==> src/rtl/pow2_pkg.sv <==
// Package: shared sizes and helper functions for the power-of-two prescaler.
// Assumes the largest exponent is at least 1 and the code field can hold it.
package pow2_pkg;
    localparam int CODE_W  = 4;
    localparam int MAX_EXP = 8;
    localparam int CNT_W   = MAX_EXP;
    localparam int EXP_W   = $clog2(MAX_EXP + 1);

    // Terminal count for a given exponent: 2^e - 1, held in CNT_W bits.
    function automatic logic [CNT_W-1:0] pow2_mask(input logic [EXP_W-1:0] e);
        logic [CNT_W:0] one_hot;
        logic [CNT_W:0] span;
        one_hot = (CNT_W+1)'(1) << e;
        span    = one_hot - (CNT_W+1)'(1);
        return span[CNT_W-1:0];
    endfunction
endpackage

==> src/rtl/pow2_exp_clamp.sv <==
// Module: turns the raw prescale code into an exponent in the range 0..MAX_EXP.
// Assumes: purely combinational, and every code above MAX_EXP saturates to MAX_EXP.
module pow2_exp_clamp #(
    parameter int CODE_W  = pow2_pkg::CODE_W,
    parameter int MAX_EXP = pow2_pkg::MAX_EXP,
    parameter int EXP_W   = pow2_pkg::EXP_W
) (
    input  logic [CODE_W-1:0] code_i,
    output logic [EXP_W-1:0]  exp_o
);
    localparam logic [CODE_W-1:0] TOP_CODE = CODE_W'(MAX_EXP);

    // Saturate the code at the largest supported exponent.
    always_comb begin
        if (code_i > TOP_CODE) exp_o = EXP_W'(MAX_EXP);
        else                   exp_o = EXP_W'(code_i);
    end
endmodule

==> src/rtl/pow2_div_counter.sv <==
// Module: the period counter, the exponent in force, and the wrap pulse.
// Assumes: exp_next_i is already clamped. A new exponent is taken only at reset or
// at the counter wrap, so every period runs to its full length.
module pow2_div_counter #(
    parameter int MAX_EXP = pow2_pkg::MAX_EXP,
    parameter int CNT_W   = pow2_pkg::CNT_W,
    parameter int EXP_W   = pow2_pkg::EXP_W
) (
    input  logic             clk,
    input  logic             rst_n,
    input  logic [EXP_W-1:0] exp_next_i,
    output logic [CNT_W-1:0] cnt_o,
    output logic [EXP_W-1:0] exp_o,
    output logic             tick_o,
    output logic             run_o
);
    logic [CNT_W-1:0] cnt_q;
    logic [EXP_W-1:0] exp_q;
    logic             tick_q;
    logic             run_q;
    logic             term;

    // The current period ends when the counter reaches 2^e - 1.
    assign term = (cnt_q == pow2_pkg::pow2_mask(exp_q));

    // Advance the counter; at the wrap, restart it and take the new exponent.
    always_ff @(posedge clk) begin
        if (!rst_n) begin
            cnt_q  <= '0;
            exp_q  <= exp_next_i;
            tick_q <= 1'b0;
            run_q  <= 1'b0;
        end else begin
            run_q  <= 1'b1;
            tick_q <= term;
            if (term) begin
                cnt_q <= '0;
                exp_q <= exp_next_i;
            end else begin
                cnt_q <= cnt_q + CNT_W'(1);
            end
        end
    end

    assign cnt_o  = cnt_q;
    assign exp_o  = exp_q;
    assign tick_o = tick_q;
    assign run_o  = run_q;

    // the exponent in force never exceeds the largest supported value.
    a_r1_exp_in_range: assert property (@(posedge clk) disable iff (!rst_n)
        exp_q <= EXP_W'(MAX_EXP));
    // the end of a period is followed by a pulse and a counter back at zero.
    a_r5_tick_at_wrap: assert property (@(posedge clk) disable iff (!rst_n)
        term |=> (tick_q && cnt_q == '0));
    // the exponent holds steady except right after a wrap.
    a_r7_exp_held_mid_period: assert property (@(posedge clk) disable iff (!rst_n)
        !term |=> $stable(exp_q));
    // with exponent 0, a pulse is present on every cycle that follows.
    a_r4_bypass_tick: assert property (@(posedge clk) disable iff (!rst_n)
        (exp_q == '0) |=> tick_q);
endmodule

==> src/rtl/pow2_out_select.sv <==
// Module: picks the divided square wave from the counter bit that the exponent selects.
// Assumes: tap 0 is the master clock itself, used as the undivided bypass. The
// output is held low until the counter has left reset.
module pow2_out_select #(
    parameter int MAX_EXP = pow2_pkg::MAX_EXP,
    parameter int CNT_W   = pow2_pkg::CNT_W,
    parameter int EXP_W   = pow2_pkg::EXP_W
) (
    input  logic             clk,
    input  logic             rst_n,
    input  logic             run_i,
    input  logic [EXP_W-1:0] exp_i,
    input  logic [CNT_W-1:0] cnt_i,
    output logic             div_o
);
    logic [MAX_EXP:0] tap;

    assign tap[0] = clk;
    // Tap e is counter bit e-1, which is low for the first half of a 2^e period.
    for (genvar i = 1; i <= MAX_EXP; i++) begin : g_tap
        assign tap[i] = cnt_i[i-1];
    end

    // Select the tap for the exponent in force, gated until the counter runs.
    always_comb div_o = run_i & tap[exp_i];

    // with a nonzero exponent, the output is low at the start of every period.
    a_r2_low_first_half: assert property (@(posedge clk) disable iff (!rst_n)
        (run_i && exp_i != '0 && cnt_i == '0) |-> !div_o);
endmodule

==> src/rtl/pow2_prescaler.sv <==
// Module: top of the saturating power-of-two prescaler. It gives a one-cycle
// enable pulse and a square wave at the master rate divided by 2^exponent.
// Assumes: a single clock domain and a synchronous active-low reset.
module pow2_prescaler #(
    parameter int CODE_W  = pow2_pkg::CODE_W,
    parameter int MAX_EXP = pow2_pkg::MAX_EXP
) (
    input  logic              clk,
    input  logic              rst_n,
    input  logic [CODE_W-1:0] prescale_code,
    output logic              tick,
    output logic              div_out
);
    localparam int CNT_W = MAX_EXP;
    localparam int EXP_W = $clog2(MAX_EXP + 1);

    logic [EXP_W-1:0] exp_next;
    logic [EXP_W-1:0] exp_now;
    logic [CNT_W-1:0] cnt;
    logic             run;

    pow2_exp_clamp #(.CODE_W(CODE_W), .MAX_EXP(MAX_EXP), .EXP_W(EXP_W)) u_clamp (
        .code_i (prescale_code),
        .exp_o  (exp_next)
    );

    pow2_div_counter #(.MAX_EXP(MAX_EXP), .CNT_W(CNT_W), .EXP_W(EXP_W)) u_cnt (
        .clk        (clk),
        .rst_n      (rst_n),
        .exp_next_i (exp_next),
        .cnt_o      (cnt),
        .exp_o      (exp_now),
        .tick_o     (tick),
        .run_o      (run)
    );

    pow2_out_select #(.MAX_EXP(MAX_EXP), .CNT_W(CNT_W), .EXP_W(EXP_W)) u_out (
        .clk   (clk),
        .rst_n (rst_n),
        .run_i (run),
        .exp_i (exp_now),
        .cnt_i (cnt),
        .div_o (div_out)
    );
endmodule

==> config.mk <==
export PLATFORM = sky130hd
export DESIGN_NAME = pow2_prescaler
export DESIGN_NICKNAME = d
export VERILOG_FILES = /design/src/rtl/pow2_pkg.sv /design/src/rtl/pow2_exp_clamp.sv /design/src/rtl/pow2_div_counter.sv /design/src/rtl/pow2_out_select.sv /design/src/rtl/pow2_prescaler.sv
export SDC_FILE = /design/constraint.sdc
export NUM_CORES = 1
export LEC_CHECK = 0
export CAP_MARGIN = 25
export CORE_UTILIZATION = 45
export DETAILED_ROUTE_END_ITERATION = 12
export SLEW_MARGIN = 20
export SYNTH_ARGS = -nofsm -noshare
export SYNTH_HDL_FRONTEND = slang
export SYNTH_SLANG_ARGS = --single-unit
==> constraint.sdc <==
create_clock -name clk -period 4.5 [get_ports clk]
set_clock_uncertainty 0.2 [all_clocks]
set_input_delay 0.9 -clock clk [delete_from_list [all_inputs] [get_ports clk]]
set_output_delay 0.9 -clock clk [all_outputs]
set_load 0.03 [all_outputs]
## Word-level counts from Yosys, hierarchy flattened

Index checks and enable logic that the tools add are counted.

- Flip-flop bits (word level): 14
- Input bits: 6
- Output and inout port bits: 2
- Word-level logic and storage cells: 20

- $add $sub $neg: 2
- $lt $le $gt $ge: 2
- Equal/unequal tests: 2
- Shift-type cells: 1
- Muxes and demuxes: 6
- Bitwise operators: 2
- Reductions and logical operators: 1

Operator list:

| operator | count |
|---|---|
| 4-bit 2-to-1 mux | 3 |
| 8-bit by 1-bit adder with 8-bit output (second input constant) | 1 |
| 8-bit equality test | 1 |
| 1-bit by 4-bit left shift with 8-bit output (first input constant) | 1 |
| 8-bit by 1-bit subtractor with 8-bit output (second input constant) | 1 |
| 4-bit by 5-bit < comparator with 1-bit output (second input constant) | 1 |
| 1-bit binary-select mux with 4-bit select | 1 |
| 4-bit > comparator (second input constant) | 1 |
| 1-bit 2-to-1 mux | 2 |
| 2-bit by 1-bit inequality test with 1-bit output (second input constant) | 1 |
| 2-bit OR reduction | 1 |
| 1-bit AND | 1 |
| 1-bit inverter | 1 |

## Logic depth before layout (Yosys ltp)

- Depth in word-level cells: 5
- Gate-level depth with buffers: 11
- Gate-level depth less buffers: 8

## Modules after synthesis

Synthesis repeated with hierarchy kept, for this count alone.

- Cells, all modules: 96
- Area total of the unflattened synthesis: 858.3 um2

By module, submodules not included:

| module | instances | cells each | area an instance (um2) | sequential area each (um2) |
|---|---|---|---|---|
| pow2_div_counter | 1 | 81 | 737.0 | 320.3 |
| pow2_out_select | 1 | 11 | 98.8 | 0.0 |
| pow2_exp_clamp | 1 | 4 | 22.5 | 0.0 |

==> flow_metrics.py <==
metrics = {
    "hold_path": {
        "min_from": "u_cnt.cnt_o[7]$_SDFF_PP0_",
        "whs_endpoint": "u_cnt.cnt_o[7]$_SDFF_PP0_",
        "hold-path-cell-count": 3,
        "min_path_type": "register to register",
    },
    "finish": {
        "ff_latch_area_sq_um": 320.3,
        "num_antenna_cells": 0,
        "nets": 131,
        "final_common_cell": "nand2_1",
        "fin_cells": 149,
        "fin_util": 0.5374,
        "design_area_sq_um": 1097,
        "mostFrequentLayoutCells": "nand2_1 (14), a21oi_1 (12), dfxtp_1 (10)",
        "layout-drive-gt1-share": 0.1066,
        "synthToLayoutAreaGrowth_pct": 8.674,
        "fillCellCount": 205,
        "multi_input_area_sq_um": 606.8,
    },
    "detailed_routing": {
        "antenna_left": 0,
        "vias": 835,
        "drt-initial-drc-count": 12,
        "drc": 0,
        "wl_microns": 1900,
        "wire_per_inst_microns": 12.75,
        "drt_first_pass_iters": 3,
        "viasPerCell": 5.604,
    },
    "synthesis": {
        "synth_ff_type": "dfxtp_1",
        "synth_warnings": 0,
        "synth_edf_count": 4,
        "ys_seq_elements": 14,
        "synth_top_area_frac": 0.1983,
        "synth_top_cell_by_area": "dfxtp_1",
        "yosysSeqAreaShare": 0.3172,
        "synth.area.top_cells": "dfxtp_1 (20%), edfxtp_1 (12%), a21oi_1 (5.9%), nand2_1 (5.2%), xor2_1 (4.3%)",
        "syn_nets": 127,
        "syn_avg_cell_area_sq_um": 8.485,
        "synthesis.area_sq_um": 1010,
        "syn-instance-count": 119,
        "yosysUniqueCellTypes": 42,
        "async_flop_share": 0,
    },
    "floorplan": {
        "rows": 16,
        "die_x_microns": 49.37,
        "fp.dieH_microns": 49.37,
        "die_area_sq_um": 2437,
        "ioPinCount": 8,
        "start_util": 0.4945,
        "coreArea_sq_um": 2042,
    },
    "status": {
        "status": "finished clean",
    },
    "place": {
        "io_buffers": 7,
        "place_ws_ps": 51.90,
        "placedCellCount": 142,
        "post_dp_cell_area_sq_um": 1054,
        "place.gp.congestion": 0.7520,
        "dp_hpwl_microns": 1333,
    },
    "setup_path": {
        "rr_worst_depth": 7,
        "endpoint_kind": "output pin",
        "start_kind": "clock port",
        "crit-reg2reg-launch": "u_cnt.exp_o[1]$_SDFFCE_PN0P_",
        "cp.required_ps": 3400,
        "crit_fanout": 2,
        "cp.arrival_ps": 3250,
        "rrSetupSlack_ps": 1020,
        "timing.rr.end": "u_cnt.exp_o[3]$_SDFFCE_PN1P_",
        "critical_path_class": "clock port to output pin",
    },
    "power": {
        "seqPwrFrac": 0.467,
        "p_switching_mw": 0.09055,
        "p_int_mw": 0.2282,
        "ir_worst_vdd_uv": 185.6,
        "pwr-share-clk": 0.382,
        "p_leak_nw": 0.4048,
        "swShare": 0.2841,
        "power.total_mw": 0.3187,
        "power_frac_comb": 0.151,
        "p_per_area_nw_per_um2": 290.5,
    },
    "global_routing": {
        "grt_pass1_wl_microns": 3401,
        "top_usage_layer": "met2",
        "grt_pass1_vias": 816,
        "overflow": 0,
        "antenna_found_initial": 0,
        "grt_use_met1": 0.2284,
        "use_met2": 0.2763,
        "use_met3": 0.08723,
        "track_usage": 0.1906,
        "grt_max_degree": 19,
    },
    "sta": {
        "rsz0062_at_grt": "no",
        "setup-tns-final_ps": 0,
        "whs_ps": 422.4,
        "finalSetupViolations": 0,
        "slew-limit-headroom": 0.5829,
        "worst_slack_ps": 146.3,
        "hold_viol": 0,
        "worstMarginPinSlew_ps": 625.7,
        "maxSlewViolCount": 0,
    },
    "cts": {
        "clk_latency_ps": 390,
        "path_clk_slew_ps": 80,
        "hold_buffers": 0,
        "cts_tree": "built",
    },
    "job": {
        "cap_violations": 0,
    },
}
power by group through the flow:
stage	Combinational (mW)	Sequential, mW	Clock, mW
2_1_floorplan	0.0470	0.143	0.00782
3_3_place_gp	0.0471	0.151	0.00882
3_5_place_dp	0.0481	0.152	0.00882
4_1_cts	0.0481	0.149	0.124
5_1_grt	0.0542	0.150	0.137
6_report	0.0480	0.149	0.122
final cells by class:
class / count / area share
flip-flops and latches: 14 / 0.2919
clock buffers: 8 / 0.04903
inverters: 4 / 0.01368
well taps: 27 / 0.03079
multi-input cells: 89 / 0.5530
repair buffers: 7 / 0.06157
sequential cells by signal, summed over array words and instances (netlist names):
register / count
u_cnt.run_o: 1
u_cnt.exp_o: 4
u_cnt.cnt_o: 8
u_cnt.tick_o: 1
critical path: stages:
cell and delay [ps]:
clkbuf_4 110, clkbuf_4 120, mux2i_1 110, nor2_1 50
a31oi_1 170, o32ai_1 100, and2_1 170, buf_2 170
worst max path at each step:
stage / from / end / slack (ps)
2_1_floorplan: clk / div_out / 520
3_3_place_gp: clk / div_out / 50
3_5_place_dp: clk / div_out / 50
4_1_cts: clk / div_out / 2
5_1_grt: clk / div_out / 30
6_report: clk / div_out / 150
cells by family after synthesis:
logic type | share of synthesized area
compound gates | 0.2206
xor+xnor | 0.07806
fa+ha+maj | 0.02478
buf+inv | 0.08178
flops | 0.3172
mux | 0.04213
simple gates | 0.2355
cells in the mapped netlist (2+ instances only):
library cell  number
nor2b_1            5
nor2_1             6
o211ai_1           2
nor4b_1            3
o21ai_0            3
buf_1              2
nand2b_1           3
inv_1              4
buf_2              3
a21oi_1           12
clkbuf_1           4
nor3_1             3
nand2_1           14
nand3_1            3
dfxtp_1           10
xor2_1             5
mux2i_1            2
edfxtp_1           4
a211oi_1           2
ha_1               2
o21bai_1           2
buf_6              2
xnor2_1            4
timing repair:
action,4_1_cts,5_1_grt
buffers inserted,0,0
pin swaps,0,0
gates resized for setup,3,2
endpoints found under the setup margin,1,1
layer usage:
metal,wire length [microns],vias up
met2,852,12
met5,0,-
li1,-,428
met1,943,390
met3,66,5
met4,37,0
Note: power is estimated with default switching activity, not from simulation.
